<file path="src/rtl/dfb_pkg.sv">
package dfb_pkg;
   typedef enum logic [2:0] {
      ST_IDLE      = 3'd0,
      ST_WAIT_CMD  = 3'd1,
      ST_WAIT_DATA = 3'd2,
      ST_LATCH     = 3'd3,
      ST_PUSH      = 3'd4,
      ST_SEND_RD   = 3'd5,
      ST_SEND_WR   = 3'd6,
      ST_PARK      = 3'd7
   } dfb_state_e;

   typedef enum logic [1:0] {
      CMD_NONE  = 2'd0,
      CMD_READ  = 2'd1,
      CMD_WRITE = 2'd2
   } dfb_cmd_e;
endpackage

</file>
<file path="src/rtl/dfb_cmd_pick.sv">
module dfb_cmd_pick
   import dfb_pkg::*;
#(
   parameter bit READ_FIRST = 1'b1
) (
   input  logic     rd_i,
   input  logic     wr_i,
   output dfb_cmd_e cmd_o
);
   generate
      if (READ_FIRST) begin : g_read_first
         always_comb begin
            if (rd_i)      cmd_o = CMD_READ;
            else if (wr_i) cmd_o = CMD_WRITE;
            else           cmd_o = CMD_NONE;
         end
      end else begin : g_write_first
         always_comb begin
            if (wr_i)      cmd_o = CMD_WRITE;
            else if (rd_i) cmd_o = CMD_READ;
            else           cmd_o = CMD_NONE;
         end
      end
   endgenerate
endmodule

</file>
<file path="src/rtl/dfb_ctrl.sv">
module dfb_ctrl
   import dfb_pkg::*;
(
   input  logic       clk,
   input  logic       rst_n,
   input  logic       hold_i,
   input  logic       attn_n_i,
   input  logic       empty_i,
   input  dfb_cmd_e   cmd_i,
   output dfb_state_e state_o
);
   dfb_state_e state_q, state_d;

   always_comb begin
      state_d = state_q;
      case (state_q)
         ST_IDLE: begin
            if (hold_i && attn_n_i) state_d = ST_WAIT_CMD;
         end
         ST_WAIT_CMD: begin
            if (!hold_i)                state_d = ST_IDLE;
            else if (cmd_i == CMD_READ)  state_d = ST_WAIT_DATA;
            else if (cmd_i == CMD_WRITE) state_d = ST_LATCH;
         end
         ST_WAIT_DATA: begin
            if (!hold_i)       state_d = ST_IDLE;
            else if (!empty_i) state_d = ST_SEND_RD;
         end
         ST_LATCH: begin
            state_d = hold_i ? ST_PUSH : ST_IDLE;
         end
         ST_PUSH: begin
            state_d = hold_i ? ST_SEND_WR : ST_IDLE;
         end
         ST_SEND_RD, ST_SEND_WR: begin
            if (!hold_i)        state_d = ST_IDLE;
            else if (!attn_n_i) state_d = ST_PARK;
            else                state_d = ST_WAIT_CMD;
         end
         ST_PARK: begin
            if (!hold_i) state_d = ST_IDLE;
         end
         default: state_d = ST_IDLE;
      endcase
   end

   always_ff @(posedge clk or negedge rst_n) begin
      if (!rst_n) state_q <= ST_IDLE;
      else        state_q <= state_d;
   end

   assign state_o = state_q;
endmodule

</file>
<file path="src/rtl/dfb_datapath.sv">
module dfb_datapath #(
   parameter int DATA_W = 16
) (
   input  logic              clk,
   input  logic              rst_n,
   input  logic              ld_rd_i,
   input  logic [DATA_W-1:0] rd_word_i,
   input  logic              ld_wr_i,
   input  logic [DATA_W-1:0] wr_word_i,
   output logic [DATA_W-1:0] rd_word_o,
   output logic [DATA_W-1:0] wr_word_o
);
   logic [DATA_W-1:0] rd_q, wr_q;

   always_ff @(posedge clk or negedge rst_n) begin
      if (!rst_n) begin
         rd_q <= '0;
         wr_q <= '0;
      end else begin
         if (ld_rd_i) rd_q <= rd_word_i;
         if (ld_wr_i) wr_q <= wr_word_i;
      end
   end

   assign rd_word_o = rd_q;
   assign wr_word_o = wr_q;
endmodule

</file>
<file path="src/rtl/dma_fifo_bridge.sv">
module dma_fifo_bridge
   import dfb_pkg::*;
#(
   parameter int DATA_W     = 16,
   parameter bit READ_FIRST = 1'b1
) (
   input  logic              clk,
   input  logic              rst_n,
   input  logic              dma_hold,
   output logic              dma_grant,
   input  logic              dma_rd,
   input  logic              dma_wr,
   input  logic [DATA_W-1:0] dma_wdata,
   output logic [DATA_W-1:0] dma_rdata,
   output logic              dma_ready_n,
   output logic              dma_bclr_n,
   input  logic              tgt_attn_n,
   output logic              tgt_enable,
   input  logic              rfifo_empty,
   input  logic [DATA_W-1:0] rfifo_data,
   output logic              rfifo_pop,
   output logic              wfifo_push,
   output logic [DATA_W-1:0] wfifo_data
);
   localparam int DataBytes = (DATA_W + 7) / 8;

   if (DATA_W < 1) begin : g_bad_width
      $error("dma_fifo_bridge: DATA_W must be at least 1");
   end
   if (DataBytes < 1) begin : g_bad_bytes
      $error("dma_fifo_bridge: derived byte count is invalid");
   end

   dfb_cmd_e   cmd;
   dfb_state_e state;
   logic       granted;

   dfb_cmd_pick #(.READ_FIRST(READ_FIRST)) i_pick (
      .rd_i  (dma_rd),
      .wr_i  (dma_wr),
      .cmd_o (cmd)
   );

   dfb_ctrl i_ctrl (
      .clk      (clk),
      .rst_n    (rst_n),
      .hold_i   (dma_hold),
      .attn_n_i (tgt_attn_n),
      .empty_i  (rfifo_empty),
      .cmd_i    (cmd),
      .state_o  (state)
   );

   always_comb begin
      case (state)
         ST_WAIT_CMD, ST_WAIT_DATA, ST_LATCH, ST_PUSH,
         ST_SEND_RD, ST_SEND_WR: granted = 1'b1;
         default:                granted = 1'b0;
      endcase
   end

   assign rfifo_pop   = (state == ST_WAIT_DATA) && dma_hold && !rfifo_empty;
   assign wfifo_push  = (state == ST_PUSH);
   assign dma_ready_n = !((state == ST_SEND_RD) || (state == ST_PUSH));
   assign dma_bclr_n  = (state != ST_PARK);
   assign dma_grant   = granted;
   assign tgt_enable  = !granted;

   dfb_datapath #(.DATA_W(DATA_W)) i_dp (
      .clk       (clk),
      .rst_n     (rst_n),
      .ld_rd_i   (rfifo_pop),
      .rd_word_i (rfifo_data),
      .ld_wr_i   (state == ST_LATCH),
      .wr_word_i (dma_wdata),
      .rd_word_o (dma_rdata),
      .wr_word_o (wfifo_data)
   );
endmodule

</file>
<file path="config.mk">
export PLATFORM = sky130hd
export DESIGN_NAME = dma_fifo_bridge
export DESIGN_NICKNAME = d
export VERILOG_FILES = /design/src/rtl/dfb_pkg.sv /design/src/rtl/dfb_cmd_pick.sv /design/src/rtl/dfb_ctrl.sv /design/src/rtl/dfb_datapath.sv /design/src/rtl/dma_fifo_bridge.sv
export SDC_FILE = /design/constraint.sdc
export NUM_CORES = 1
export LEC_CHECK = 0
export ABC_AREA = 1
export ABC_CLOCK_PERIOD_IN_PS = 3240
export BUFFER_PORTS_ARGS = -buffer_cell sky130_fd_sc_hd__buf_4
export CORE_UTILIZATION = 27
export CTS_CLUSTER_SIZE = 28
export DETAILED_ROUTE_END_ITERATION = 10
export SYNTH_ARGS = -nofsm -noshare
export SYNTH_HDL_FRONTEND = slang
export SYNTH_SLANG_ARGS = --single-unit
</file>
<file path="constraint.sdc">
create_clock -name clk -period 3.24 [get_ports clk]
set_input_delay 0.162 -clock clk [delete_from_list [all_inputs] [get_ports clk]]
set_output_delay 0.162 -clock clk [all_outputs]
set_load 0.02 [all_outputs]
</file>
== Word level (Yosys, flattened, before mapping) ==
Cells that the tools add are included.
W data, S select, Z words.
Word-level totals
  register bits: 35
  input bits: 39
  output and inout port bits: 38
  word-level logic and storage cells: 43
Operators by class
  equality and inequality tests: 14
  mux-type cells: 15
  reductions and logical operators: 11
Operator list (count)
  $mux W3: 11
  $pmux W3 S7: 1
  $eq A3 B3 Y1 const B: 4
  $eq A3 B2 Y1 const B: 2
  $ne A3 B3 Y1 const B: 2
  $reduce_or A6 Y1: 1
  $mux W2: 2
  $ne A4 B2 Y1 const B: 1
  $reduce_and A4 Y1: 1
  $eq A3 B1 Y1 const B: 1
  $logic_and A1 B1 Y1: 3
  $logic_not A1 Y1: 3
  $logic_not A3 Y1: 1
  $eq A2 B1 Y1 const B: 1
  $eq A2 B2 Y1 const B: 1
  $ne A2 B1 Y1 const B: 1
  $ne A2 B2 Y1 const B: 1
  $reduce_or A2 Y1: 1
  $logic_or A1 B1 Y1: 1
  $mux W1: 1

== Longest topological paths before layout ==
Gate-level depths: netlist of run 1.
  depth in word-level cells: 7
  gate-level depth with buffers: 9
  gate-level depth less buffers: 8

== Modules after synthesis ==
From an unflattened synthesis of run 1, not the netlist that was laid out.
Second synthesis, totals
  cells, all modules: 199
  area, all modules: 1604.0 sq um
By module, submodules not included
  dfb_datapath: times used 1, cells each 136, area each 1262.5 sq um, seq. area each 800.8 sq um
  dfb_ctrl: times used 1, cells each 47, area each 271.5 sq um, seq. area each 75.1 sq um
  dma_fifo_bridge: times used 1, cells each 13, area each 52.6 sq um, seq. area each 0.0 sq um
  dfb_cmd_pick: times used 1, cells each 3, area each 17.5 sq um, seq. area each 0.0 sq um

== Least setup slack after synthesis of run 1 ==
Ideal clock, no wire load.
  path kind: register to output
  start point: reg i_ctrl.state_q[0] (netlist: i_ctrl.state_o[0])
  end point: out dma_grant
  data arrival time: 1197 ps
  required time: 3078 ps
  setup slack: 1881 ps
  stages on the path, launching flop included: 6
  buffers on the path: 0
  path through: dfrtp_1 nand2_2 clkinv_2 nand2_1 nand2_1 inv_1
On the way
  longest elaborated chain between the ends: 3
  elaborated cells between the ends (all ways): 8
  classes of those cells: eq/ne (6); mux (1); reduce/logical (1)
RTL lines
  start: declaration: RTL line dfb_ctrl.sv:12  | dfb_state_e state_q, state_d;
  start signal: assignment: RTL line dfb_ctrl.sv:49  | else state_q <= state_d;
  $eq A3 B3 Y1, or another cell as far along: RTL line dma_fifo_bridge.sv:55  | case (state)
  $reduce_or A6 Y1 (*): RTL line dma_fifo_bridge.sv:55
  $mux W1 (*): RTL line dma_fifo_bridge.sv:55
  end: declaration: RTL line dma_fifo_bridge.sv:10  | output logic dma_grant,
Every way passes the cells marked *; elsewhere a longest branch is shown, timed or not.

== Final worst setup path of run 1 ==
  start point: reg i_ctrl.state_q[2] (netlist: i_ctrl.state_o[2])
  end point: out rfifo_pop
On the way
  longest elaborated chain between the ends: 3
RTL lines
  $eq A3 B2 Y1: RTL line dma_fifo_bridge.sv:62  | assign rfifo_pop = (state == ST_WAIT_DATA) && dma_hold && !rfifo_empty;
  $logic_and A1 B1 Y1 (2 in series): RTL line dma_fifo_bridge.sv:62
  end: declaration: RTL line dma_fifo_bridge.sv:21  | output logic rfifo_pop,
Every way passes these cells.

==> metrics.txt, run 1 <==
status finished clean; Max IR drop VDD 0.4257 mV; met2 WL 1610 um; Pre-Repair DR Iteration Count 4; Worst Path Class, Setup register to output port; Ys Warns 0; routed vias 1,307; Clock Latency Late Sink 0.27 ns; DR iter-0 viols 21; Die Width 78.38 um; fmax 568.4 MHz; hold slack 0.07936 ns; DP Worst Slack 1.758 ns; Pint 1340 uW; Hold Startpoint rfifo_data[4]; Synth Register Bits 35; setup_tns 0 ns; P_leak 0.001278 uW; Final Hold Vio Count 0; Post-Route WL 3361 um; Slew Limit Fails 0; critical path peak fanout 17; reg2reg start i_ctrl.state_o[2]; CP arrival 1.60 ns; CTS tree done; post-synthesis cell type count 20; Top Ports 77; GPL Wtd Cong 0.8036; initial antenna violation count 0; Critical R2R Capture i_dp.wr_word_o[3]; met1 wire length 1447 um; unrepaired setup endpoints after global routing false; setup violators final 0; Mapped Area 1575 um^2; most frequent cells in the layout buf_4, nand2_1, dfrtp_1, mux2_4, inv_1; Reg power frac 0.363; Final min period 1.759 ns; Async S/R FF share, synth 1.000; CP most frequent cell nor2_4; Logic pwr share 0.508; Post-CTS Setup Bufs 0; synth top area cells dfrtp_1, nand2_1, mux2_4; Worst Reg-to-Reg Cells 3; Total GRT Usage 0.1161; critical path required time 3.08 ns; Core ar. 5574 um^2; global-route wire length before repair 5533 um; Die H 78.38 um; grt ovf 0; P_sw 861.5 uW; Rows 27; WL met3 270 um; post-synthesis sequential area ratio 0.5560; maximum clock path buffer count 2; hold path endpoint i_dp.rd_word_o[4]; crit path launch type register; CP startpoint i_ctrl.state_o[2]; Yosys top cell by area dfrtp_1; proportion of layout cells with a drive suffix above 1 0.4496; final setup margin 1.481 ns; CTS Buf Count 5; cts hold-fix bufs 1; switching part of the total 0.3914; antenna-violating nets left 0; Inst Count DP 301; crit-path max cell delay 0.47 ns; Worst-Margin Slew 0.4337 ns; max_cap viols 0; clock network fraction of design power 0.130; Post-Route Utilization 0.4110; initial core utilization 0.2826; Mapped Nets 195; Non-Filler Instances 310; min-delay worst type input port to register; Slowest-stage cell, CP dfrtp_1; Inserted Diodes 0; hold path cells 3; Worst slew margin 0.7109; Clock Sinks 35; die area 6143 um^2; Total Nets Final 276; top_reg_cell synth dfrtp_1; Max Used Layer met4; Final period util 0.5430; # resized after CTS 0; Power Dens Cells 960.8 nW/um^2; commonest non-fill, non-tap cell in the layout buf_4; Clock Skew 0.006408 ns; post-synth top area share 0.5560; vias in the first global route 1,288; largest net degree at the start of global routing 36; endpoint type of the worst setup path output port; # port buffers 76; worst path cell trace nor2_4 > nand2_2 > nor2_4 > nand2_4 > inv_4 > buf_4; Area Growth Syn to Fin 45.43%; Fill cells 559; synthesized area per cell 10.10 um^2; # DRC 0; htree depth 2; clock root buffer clkbuf_8; worst reg-to-reg setup slack 1.79 ns; drt via density 4.216; EDFF count, synth 0; Synth Instances 156; clock slew at reported path FFs 0.07 ns; Routed wire per std cell 10.84 um; HPWL Detailed 2585 um
==> through the flow <==
| step | cell area, um^2 | power (uW) |
|---|---|---|
| after floorplan | 1575 | 1460 |
| after global placement | 2200 | 1915 |
| after detailed placement | 2200 | 1932 |
| after CTS | 2291 | 2235 |
| after global routing | 2291 | 2356 |
| final | 2291 | 2201 |
==> cell type report <==
type	instances	area [um^2]	share of cell area
flip-flops and latches	35	875.8	0.3823
clock buffers	7	76.32	0.03332
inverters	10	41.29	0.01802
multi-input cells	108	621.8	0.2714
clock inverters	1	5.005	0.002185
well taps	72	90.09	0.03932
repair buffers	77	580.6	0.2534
==> Yosys cell counts, types with 2 or more instances <==
cell	count
nand4_1	2
mux2_2	6
nand2_1	69
nor2_1	6
nor2_4	2
nand2_4	2
dfrtp_1	35
nand2_2	2
nand3_1	6
inv_1	7
mux2_4	10
==> worst max-delay path by stage <==
stage                     end  slack, ns  cells after the start
floorplan           dma_grant       1.88                      5
global placement    rfifo_pop       1.79                      6
detailed placement  rfifo_pop       1.76                      6
CTS                 rfifo_pop       1.45                      6
global route        rfifo_pop       1.36                      6
finish              rfifo_pop       1.48                      6
==> routing by layer <==
| layer | track usage | vias up |
|---|---|---|
| met3 | 0.03953 | 5 |
| li1 | - | 652 |
| met1 | 0.1430 | 597 |
| met2 | 0.1921 | 53 |
| met4 | 0.03333 | 0 |
| met5 | 0 | - |
==> power groups by stage <==
stage          Combinational [uW]  Sequential [uW]  Clock [uW]
2_1_floorplan                 426             1030           0
3_3_place_gp                 1110              807           0
3_5_place_dp                 1130              802           0
4_1_cts                      1130              800         304
5_1_grt                      1200              827         326
6_report                     1120              798         285
==> registers in the layout, summed over array words and instances, names as in the netlist <==
signal,flops
i_ctrl.state_o,3
i_dp.rd_word_o,16
i_dp.wr_word_o,16
==> cell families after synthesis <==
family | after synthesis | share of synthesized area
simple gates | 90 | 0.2470
flops | 35 | 0.5560
mux | 16 | 0.1382
buf+inv | 13 | 0.04924
compound gates | 2 | 0.009535
==> worst max-delay path, delay by kind of cell, from the launching register on <==
kind,cells,cell delay [ns]
buffers and inverters,2,0.35
AND/OR/NAND/NOR,4,0.51
flip-flops,1,0.47
Power figures use the tool's default switching activity.
==> inputs of run 2 (changes only) <==
--- a/config.mk
+++ b/config.mk
@@ -5,8 +5,8 @@
 export SDC_FILE = /design/constraint.sdc
 export NUM_CORES = 1
 export LEC_CHECK = 0
-export ABC_AREA = 1
-export ABC_CLOCK_PERIOD_IN_PS = 3240
+export ABC_AREA = 0
+export ABC_CLOCK_PERIOD_IN_PS = 1410
 export BUFFER_PORTS_ARGS = -buffer_cell sky130_fd_sc_hd__buf_4
 export CORE_UTILIZATION = 27
 export CTS_CLUSTER_SIZE = 28
==> constraint.sdc (replaced) <==
create_clock -name clk -period 1.41 [get_ports clk]
set_input_delay 0.0705 -clock clk [delete_from_list [all_inputs] [get_ports clk]]
set_output_delay 0.0705 -clock clk [all_outputs]
set_load 0.02 [all_outputs]
==> run 2 against run 1 <==
The flow now finishes with violations (negative setup slack); first-iteration DRC count grew 86%; final cell count shrank 13%; clock skew grew 0.0034 ns; non-clock buffer count grew 14; combinational power grew 79%; sequential cell count is the same; wire length grew 9.0%; synthesized area shrank 3.7%; worst hold slack lost 0.065 ns; count of clock-buffer cells in the layout is the same; clock power grew 140%.
==> metrics.txt, run 2 <==
status finished with violations; failing checks negative setup slack; Ys Warns 0 (unchanged); Routed wire per std cell 13.57 um (+25%); # DRC 0 (unchanged); Die H 76.95 um (-1.8%); clock slew at reported path FFs 0.07 ns (about the same); antenna-violating nets left 0 (unchanged); Async S/R FF share, synth 1.000 (unchanged); fin area 2481 um^2 (+8.3%); post-synthesis sequential area ratio 0.5776 (+0.02156); DR iter-0 viols 39 (+86%); Post-synth top cells dfrtp_1, mux2_2, mux2_4; Synth Instances 107 (-31%); EDFF count, synth 0 (unchanged); Worst slew margin 0.7150 (+0.004194); Post-Route Utilization 0.4708 (+0.05980); crit-path leading delay family flip-flops; critical path required time 1.34 ns (-1.74 ns); Final period util 1.035; die area 5921 um^2 (-3.6%); critical path peak fanout 2 (-15); Slew Limit Fails 0 (unchanged); Logic pwr share 0.463 (-0.045); final setup margin -0.04961 ns (-1.530 ns); Worst-Margin Slew 0.4274 ns (-0.006291 ns); post-synth top area share 0.5776 (+0.02156); CP arrival 1.39 ns (-0.21 ns); Max Used Layer met4; unrepaired setup endpoints after global routing true; crit path launch type register; Post-Route WL 3665 um (+9.0%); Mapped Nets 146 (-25%); area of the multi-input gates 668.1 um^2 (+7.4%); Post-DP Area 2202 um^2 (+0.11%); Slowest-stage cell, CP dfrtp_1; HPWL Detailed 2417 um (-6.5%); Rows 26 (-3.7%); Clock Sinks 35 (unchanged); Pre-Repair DR Iteration Count 4 (unchanged); Clock Latency Late Sink 0.29 ns (+0.02 ns); CP bufs+invs 3 (+1); P_sw 1479 uW (+72%); Max IR drop VDD 0.6666 mV (+57%); worst path cell trace buf_6 > or2_4 > o21a_1 > inv_1 > buf_6; global-route wire length before repair 5423 um (-2.0%); clock network fraction of design power 0.156 (+0.026); GPL Wtd Cong 0.7057 (-12%); post-synthesis cell type count 27 (+35%); CTS Buf Count 5 (unchanged); CTS tree done; top_reg_cell synth dfrtp_1; Inst Count DP 254 (-16%); htree depth 2 (unchanged); # port buffers 76 (unchanged); drt via density 4.367 (+3.6%); Total Nets Final 238 (-14%); initial core utilization 0.2877 (+0.005145); routed vias 1,179 (-9.8%); initial antenna violation count 0 (unchanged); CP startpoint i_ctrl.state_o[1]; setup violators final 3 (+3); crit-path max cell delay 0.39 ns (-0.08 ns); Die Width 76.95 um (-1.8%); commonest non-fill, non-tap cell in the layout buf_4; endpoint type of the worst setup path output port; CP most frequent cell buf_6; Worst Path Class, Setup register to output port; synthesized area per cell 14.17 um^2 (+40%); Hold Startpoint rfifo_data[2]; met1 wire length 1707 um (+18%); reg2reg start i_ctrl.state_o[2]; max_cap viols 0 (unchanged); Synth Register Bits 35 (unchanged); vias in the first global route 1,156 (-10%); Yosys top cell by area dfrtp_1; fmax 685.1 MHz; maximum clock path buffer count 2 (unchanged); Fill cells 487 (-13%); Core ar. 5270 um^2 (-5.5%); grt ovf 0 (unchanged); proportion of layout cells with a drive suffix above 1 0.6800 (+0.2304); switching part of the total 0.3425 (-0.04890); met2 WL 1557 um (-3.3%); Inserted Diodes 0 (unchanged); Total GRT Usage 0.1189 (+0.002796); Reg power frac 0.381 (+0.018); Area Growth Syn to Fin 63.61%; Clock Skew 0.009819 ns (+0.003411 ns); largest net degree at the start of global routing 36 (unchanged); most frequent cells in the layout buf_4, dfrtp_1, mux2_2, mux2_4, buf_6; Final Hold Vio Count 0 (unchanged); Top Ports 77 (unchanged); Pint 2839 uW (+110%); Non-Filler Instances 270 (-13%); Power Dens Cells 1740 nW/um^2 (+81%); DP Worst Slack 0.05746 ns (-1.700 ns); P_leak 0.001222 uW (-4.4%); Mapped Area 1516 um^2 (-3.7%); WL met3 337 um (+25%); Sequential Area 877.1 um^2 (+0.14%); synth top area cells dfrtp_1, mux2_2, mux2_4; min-delay worst type input port to register; count leader, synth dfrtp_1; Final min period 1.460 ns; clock root buffer clkbuf_8
==> run 2: cell types whose count changed in the layout (fill, tap and decap cells not counted), sizes merged, moves of 2 or more <==
| cell | change |
|---|---|
| nand2 | -70 |
| nand3 | -4 |
| buf | +12 |
| a21oi | +4 |
| inv | -6 |
| o21ai | +3 |
| mux2 | +16 |
| nor2 | -3 |
| nand4 | -2 |
==> run 2: timing repair <==
| item | CTS | global route |
|---|---|---|
| setup endpoints to repair | 3 | 35 |
| resized for setup | 9 | 21 |
| pin swaps | 3 | 7 |
| endpoints found under the hold margin | 35 | 1 |
| gates cloned | 0 | 2 |
| buffers inserted | 4 | 0 |
| hold buffers | 1 | 1 |
==> run 2: stage by stage <==
step                TNS [ns]  hold WS, ns  total power (uW)
floorplan                  0      -0.2251              2664
global placement           0      0.05159              3522
detailed placement         0      0.04732              3552
CTS                  -0.1237     0.004041              4281
global route         -0.6343     0.001870              4566
finish               -0.1136      0.01399              4317
==> run 2: worst paths after layout <==
path	end	slack, ns	cells after the start
worst max register to register	i_dp.rd_word_o[14]	0	3
min in group asynchronous	i_dp.rd_word_o[0]	0.28	2
worst max-delay path	tgt_enable	-0.05	5
worst min register to register	i_dp.wr_word_o[8]	0.51	1
max in group asynchronous	i_ctrl.state_o[2]	0.81	2
worst min-delay path	i_dp.rd_word_o[2]	0.01	2
==> run 2: power groups by stage <==
stage | clock, uW | sequential [uW] | combinational [uW]
after floorplan | 0 | 2150 | 509
after global placement | 0 | 1650 | 1880
after detailed placement | 0 | 1650 | 1900
after CTS | 701 | 1640 | 1940
after global routing | 759 | 1700 | 2110
final | 674 | 1640 | 2000
==> run 2: final cells by class <==
type,count,area share
Timing Repair Buffer,91,0.3046
Tap cell,70,0.03530
Inverter,3,0.004539
Multi-Input combinational cell,63,0.2693
Clock inverter,1,0.002017
Clock buffer,7,0.03076
Sequential cell,35,0.3535
==> run 2: kinds of logic (layout without fill, tap and decap cells) <==
group / Yosys count / count (layout) / share of synthesized area
and+or+nand+nor: 16 / 16 / 0.05941
DFF: 35 / 35 / 0.5776
muxes: 33 / 33 / 0.2665
buffers and inverters: 9 / 102 / 0.03548
AOI/OAI and AO/OA: 14 / 14 / 0.06106
==> run 2: metal layers <==
metal,vias to the layer above,GRT usage
met2,66,0.1696
met1,542,0.1547
li1,565,-
met3,6,0.05119
met4,0,0.05192
met5,-,0
